$ cat src/rtl/flash_done_poller.sv
module flash_done_poller #(
  parameter int AW      = 21,
  parameter int TIMEOUT = 1000,
  localparam int TW     = $clog2(TIMEOUT + 1)
) (
  input  logic          clk,
  input  logic          rst_n,
  input  logic          start,
  input  logic          toggle_mode,
  input  logic [AW-1:0] verify_addr,
  input  logic [15:0]   expect_data,
  output logic          rd_req,
  output logic [AW-1:0] rd_addr,
  input  logic          rd_ack,
  input  logic [15:0]   rd_data,
  output logic          busy,
  output logic          done,
  output logic [1:0]    err_code
);

  logic          busy_q, hi_q, have_ref, ref_bit, recheck, fail_lo, mode_q, done_q;
  logic [1:0]    err_q;
  logic [15:0]   exp_q;
  logic [AW-1:0] addr_q;
  logic [TW-1:0] tmr;

  wire hit      = busy_q && rd_ack;
  wire st_bit   = hi_q ? rd_data[15] : rd_data[7];
  wire tg_bit   = hi_q ? rd_data[14] : rd_data[6];
  wire lim_bit  = hi_q ? rd_data[13] : rd_data[5];
  wire exp_bit  = hi_q ? exp_q[15]   : exp_q[7];
  wire expired  = (tmr == TW'(TIMEOUT));
  wire judged   = !mode_q || have_ref;
  wire complete = mode_q ? (have_ref && (tg_bit == ref_bit)) : (st_bit == exp_bit);
  wire settle   = judged && (complete || recheck);
  wire lane_bad = !complete;
  wire escalate = judged && !complete && !recheck && (lim_bit || expired);

  assign busy     = busy_q;
  assign rd_req   = busy_q;
  assign rd_addr  = addr_q;
  assign done     = done_q;
  assign err_code = err_q;

  always_ff @(posedge clk or negedge rst_n) begin
    if (!rst_n) begin
      busy_q <= 1'b0; hi_q <= 1'b0; have_ref <= 1'b0; ref_bit <= 1'b0;
      recheck <= 1'b0; fail_lo <= 1'b0; mode_q <= 1'b0; done_q <= 1'b0;
      err_q <= 2'd0; exp_q <= '0; addr_q <= '0; tmr <= '0;
    end else begin
      done_q <= 1'b0;
      if (!busy_q) begin
        if (start) begin
          busy_q   <= 1'b1;
          hi_q     <= 1'b0;
          have_ref <= 1'b0;
          recheck  <= 1'b0;
          fail_lo  <= 1'b0;
          tmr      <= '0;
          mode_q   <= toggle_mode;
          exp_q    <= expect_data;
          addr_q   <= verify_addr;
          err_q    <= 2'd0;
        end
      end else begin
        if (!expired) tmr <= tmr + 1'b1;
        if (hit) begin
          have_ref <= 1'b1;
          ref_bit  <= tg_bit;
          if (escalate) recheck <= 1'b1;
          if (settle) begin
            if (!hi_q) begin
              fail_lo  <= lane_bad;
              hi_q     <= 1'b1;
              have_ref <= 1'b0;
              recheck  <= 1'b0;
              tmr      <= '0;
            end else begin
              busy_q <= 1'b0;
              done_q <= 1'b1;
              err_q  <= {lane_bad, fail_lo};
            end
          end
        end
      end
    end
  end

  a_r8_done_single: assert property (@(posedge clk) disable iff (!rst_n) done |=> !done);
  a_r8_done_idle:   assert property (@(posedge clk) disable iff (!rst_n) done |-> !busy);
  a_r2_start_taken: assert property (@(posedge clk) disable iff (!rst_n) (start && !busy) |=> busy);
  a_r2_addr_hold:   assert property (@(posedge clk) disable iff (!rst_n) (busy && $past(busy)) |-> $stable(rd_addr));
  a_r6_timer_cap:   assert property (@(posedge clk) disable iff (!rst_n) tmr <= TW'(TIMEOUT));
  a_r5_fail_rechk:  assert property (@(posedge clk) disable iff (!rst_n) $rose(fail_lo) |-> $past(recheck));
  a_r7_lane_order:  assert property (@(posedge clk) disable iff (!rst_n) $rose(hi_q) |-> !have_ref && !recheck);

endmodule

$ cat config.mk
export PLATFORM = sky130hd
export DESIGN_NAME = flash_done_poller
export DESIGN_NICKNAME = d
export VERILOG_FILES = /design/src/rtl/flash_done_poller.sv
export SDC_FILE = /design/constraint.sdc
export NUM_CORES = 1
export LEC_CHECK = 0
export BUFFER_PORTS_ARGS = -buffer_cell sky130_fd_sc_hd__buf_2
export CORE_ASPECT_RATIO = 2
export CORE_MARGIN = 2
export CORE_UTILIZATION = 35
export CTS_CLUSTER_SIZE = 14
export DETAILED_ROUTE_END_ITERATION = 7
export SYNTH_ARGS = -nofsm -noshare
export SYNTH_HDL_FRONTEND = slang
export SYNTH_SLANG_ARGS = --single-unit
$ cat constraint.sdc
create_clock -name clk -period 1.8 [get_ports clk]
set_clock_uncertainty 0.2 [all_clocks]
set_input_delay 0.36 -clock clk [delete_from_list [all_inputs] [get_ports clk]]
set_output_delay 0.36 -clock clk [all_outputs]
set_load 0.005 [all_outputs]
==> impl_results.md <==
- Status: finished, violations left
- Failing checks: setup timing
- Hold crit path type: in -> reg
- First-pass GRT wire length: 8030 um
- IO buf count: 59
- GR Util All Layers: 16.1%
- Fmax: 0.518 GHz
- Fraction of layout instances using a drive strength above 1: 35.4%
- H-tree Lvls: 2
- Setup crit start kind: flop
- Crit share post-route: 107%
- Cell mode on critical path: mux2i_2
- Lkg Pwr: 1.43 nW
- Gr ovfl total: 0
- Die height: 111 um
- Switch share: 35.9%
- CP required: 1.83 ns
- CTS buffer count: 5
- Vias in the first global route: 1786
- Final Setup Violations: 14
- CTS root buffer: clkbuf_8
- Clock power frac: 19.5%
- Diode count: 0
- Async SR Flop Fraction: 100%
- Worst R2R Setup Slack: -0.13 ns
- Via count: 1723
- Worst hold start: verify_addr[13]
- Tmin final: 1.93 ns
- DP Worst Slack: -0.159 ns
- Worst path slowest cell: dfrtp_1
- Core area: 5470 sq um
- Post-synth EDFFs: 0
- #FFs+latches synth: 43
- Skew-Pair Late Insertion Delay: 0.31 ns
- Hold depth: 3
- Initial antenna violation count: 0
- Area Overhead vs Synth: 34.7%
- Max-cap viol count: 0
- Number of vias per cell: 4.83
- Synth Cell Area: 1990 sq um
- WS Path Type: reg -> reg
- Slew margin rel.: 67.9%
- Crit-path max FO: 4
- Final instance area: 2690 sq um
- Ys flop type: dfrtp_1
- DIE AREA: 6350 sq um
- Critical path buffer and inverter count: 0
- Crit path largest cell delay: 0.43 ns
- Ordered list of cells on the worst path: mux2i_2, mux2i_2, nor3_2, nor4_4, mux2i_1
- Critical Path AT: 1.96 ns
- Part of the power in registers: 39.0%
- # clock sinks: 43
- Mapped Cells: 214
- Hold Fails Final Rpt: 0
- Final WS setup: -0.129 ns
- CTS tree: built
- Chip Width: 57.4 um
- Synth warn: 0
- Post-DR wirelength/cell: 12.9 um
- Commonest non-fill, non-tap cell in the layout: nand2_1
- Fillers: 528
- Reg2Reg Launch Point: hi_q
- Comb pwr share: 41.5%
- Top Family by Delay on Critical Path: multiplexers
- Post-DRT Antenna Nets: 0
- Most frequent cells in the layout: 80 x nand2_1, 59 x buf_2, 43 x dfrtp_1, 20 x buf_4, 14 x nor2_1
- Clock transition at path regs: 0.08 ns
- Drt first pass iters: 4
- Area of placed instances: 2500 sq um
- RSZ-0062 raised after global routing: yes
- FF-to-FF End: err_code[0]
- DP Wirelength: 3470 um
- Largest net degree at the start of global routing: 27
- Rows: 38
- Final nets: 356
- Unique masters post-synth: 36
- Sequential area share after synthesis: 54.0%
- Pwr Density: 1540 nW/um^2
- Worst-case reg-to-reg path depth: 5
- Initial Util: 36.5%
- Syn Area/Cell: 9.32 sq um
- Crit end category: flop
- Hold EP: rd_addr[13]
- DRC Markers: 0
- Final wirelength: 4620 um
- Routability cong.: 0.799
- Switching pwr: 1.49 mW
- DRT iter0 DRCs: 13
- IR Drop Worst-Case VDD: 0.980 mV
- Final Slew Violations: 0
- # IOs: 84
- Net count after synthesis: 274
- CTS Buffer Depth: 2
- Worst Tran Pin Value: 0.477 ns
- P_int: 2.65 mW
[Yosys cell counts, drive strengths merged, types with 3 or more instances]
library cell | count | area share, %
nand4 | 3 | 0.94
a22o | 3 | 1.4
and2 | 3 | 0.94
nand3 | 6 | 1.5
xor2 | 5 | 2.2
nor2 | 14 | 2.6
o21ai | 8 | 2.0
mux2i | 4 | 2.0
nand2 | 80 | 15
inv | 6 | 1.1
xnor2 | 4 | 1.8
nor3 | 3 | 1.0
clkbuf | 5 | 0.94
dfrtp | 43 | 54
[power by group through the flow]
stage	sequential (mW)	clock (mW)	combinational, mW
after global placement	1.62	0	1.64
final	1.61	0.806	1.72
after CTS	1.61	0.838	1.66
after detailed placement	1.62	0	1.68
after floorplan	1.62	0	0.949
after global routing	1.67	0.877	1.94
[metal layers]
metal  track usage (%)  wire, um  share of wire, %
met2              28.9      2580                56
met5                 0         0                 0
met4              6.67       122               2.6
met1              17.6      1740                38
met3              3.50       179               3.9
[worst register-to-register path: stages, from the launching register on]
cell and delay [ns]:
dfrtp_1 0.43, mux2i_2 0.28, mux2i_2 0.33, nor3_2 0.13
nor4_4 0.26, mux2i_1 0.22
[sequential cells by signal, summed over array words and instances (netlist names)]
register  count
busy          1
done          1
err_code      2
exp_q         2
fail_lo       1
have_ref      1
hi_q          1
mode_q        1
rd_addr      21
recheck       1
ref_bit       1
tmr          10
[cells by family after synthesis]
group | count (synthesis) | share of synthesized area [%]
mux | 4 | 2.01
flops | 43 | 54.0
simple gates | 122 | 27.3
xor+xnor | 9 | 3.95
compound gates | 21 | 8.53
fa+ha+maj | 2 | 1.25
buf+inv | 13 | 3.01
[layout make-up]
cell class	count	area [sq um]	area share [%]
Sequential cell	43	1080	40.1
Multi-Input combinational cell	158	905	33.7
Timing Repair Buffer	82	487	18.1
Clock buffer	6	82.6	3.07
Tap cell	60	75.1	2.79
Clock inverter	2	38.8	1.44
Inverter	6	22.5	0.838
[metrics by stage]
step | cells | hold WS, ns | setup TNS, ns | total power [mW] | utilization (%)
after floorplan | 214 | -0.136 | -0.593 | 2.57 | -
final | 357 | 0.0354 | -1.55 | 4.14 | 49.1
after global routing | 357 | 0.0372 | -3.03 | 4.49 | 49.1
after detailed placement | 346 | 0.125 | -1.84 | 3.30 | 45.7
after CTS | 355 | 0.0245 | -1.88 | 4.10 | 48.1
after global placement | 346 | 0.127 | -1.74 | 3.26 | 45.7
[how the worst max path moves through the flow]
| stage | start | slack [ns] | endpoint | cells after the start |
|---|---|---|---|---|
| finish | hi_q | -0.13 | err_code[0] | 5 |
| detailed placement | hi_q | -0.16 | tmr[5] | 6 |
| global placement | hi_q | -0.15 | tmr[2] | 6 |
| global route | hi_q | -0.25 | tmr[8] | 5 |
| CTS | hi_q | -0.17 | tmr[5] | 6 |
| floorplan | hi_q | -0.08 | tmr[0] | 6 |
[timing repair]
action / in CTS / in global routing
endpoints found under the setup margin: 14 / 17
gates resized for setup: 0 / 8
hold buffers: 1 / 0
pin swaps: 2 / 1
endpoints found under the hold margin: 15 / 0
setup buffers: 1 / 2
Power figures use the tool's default switching activity.
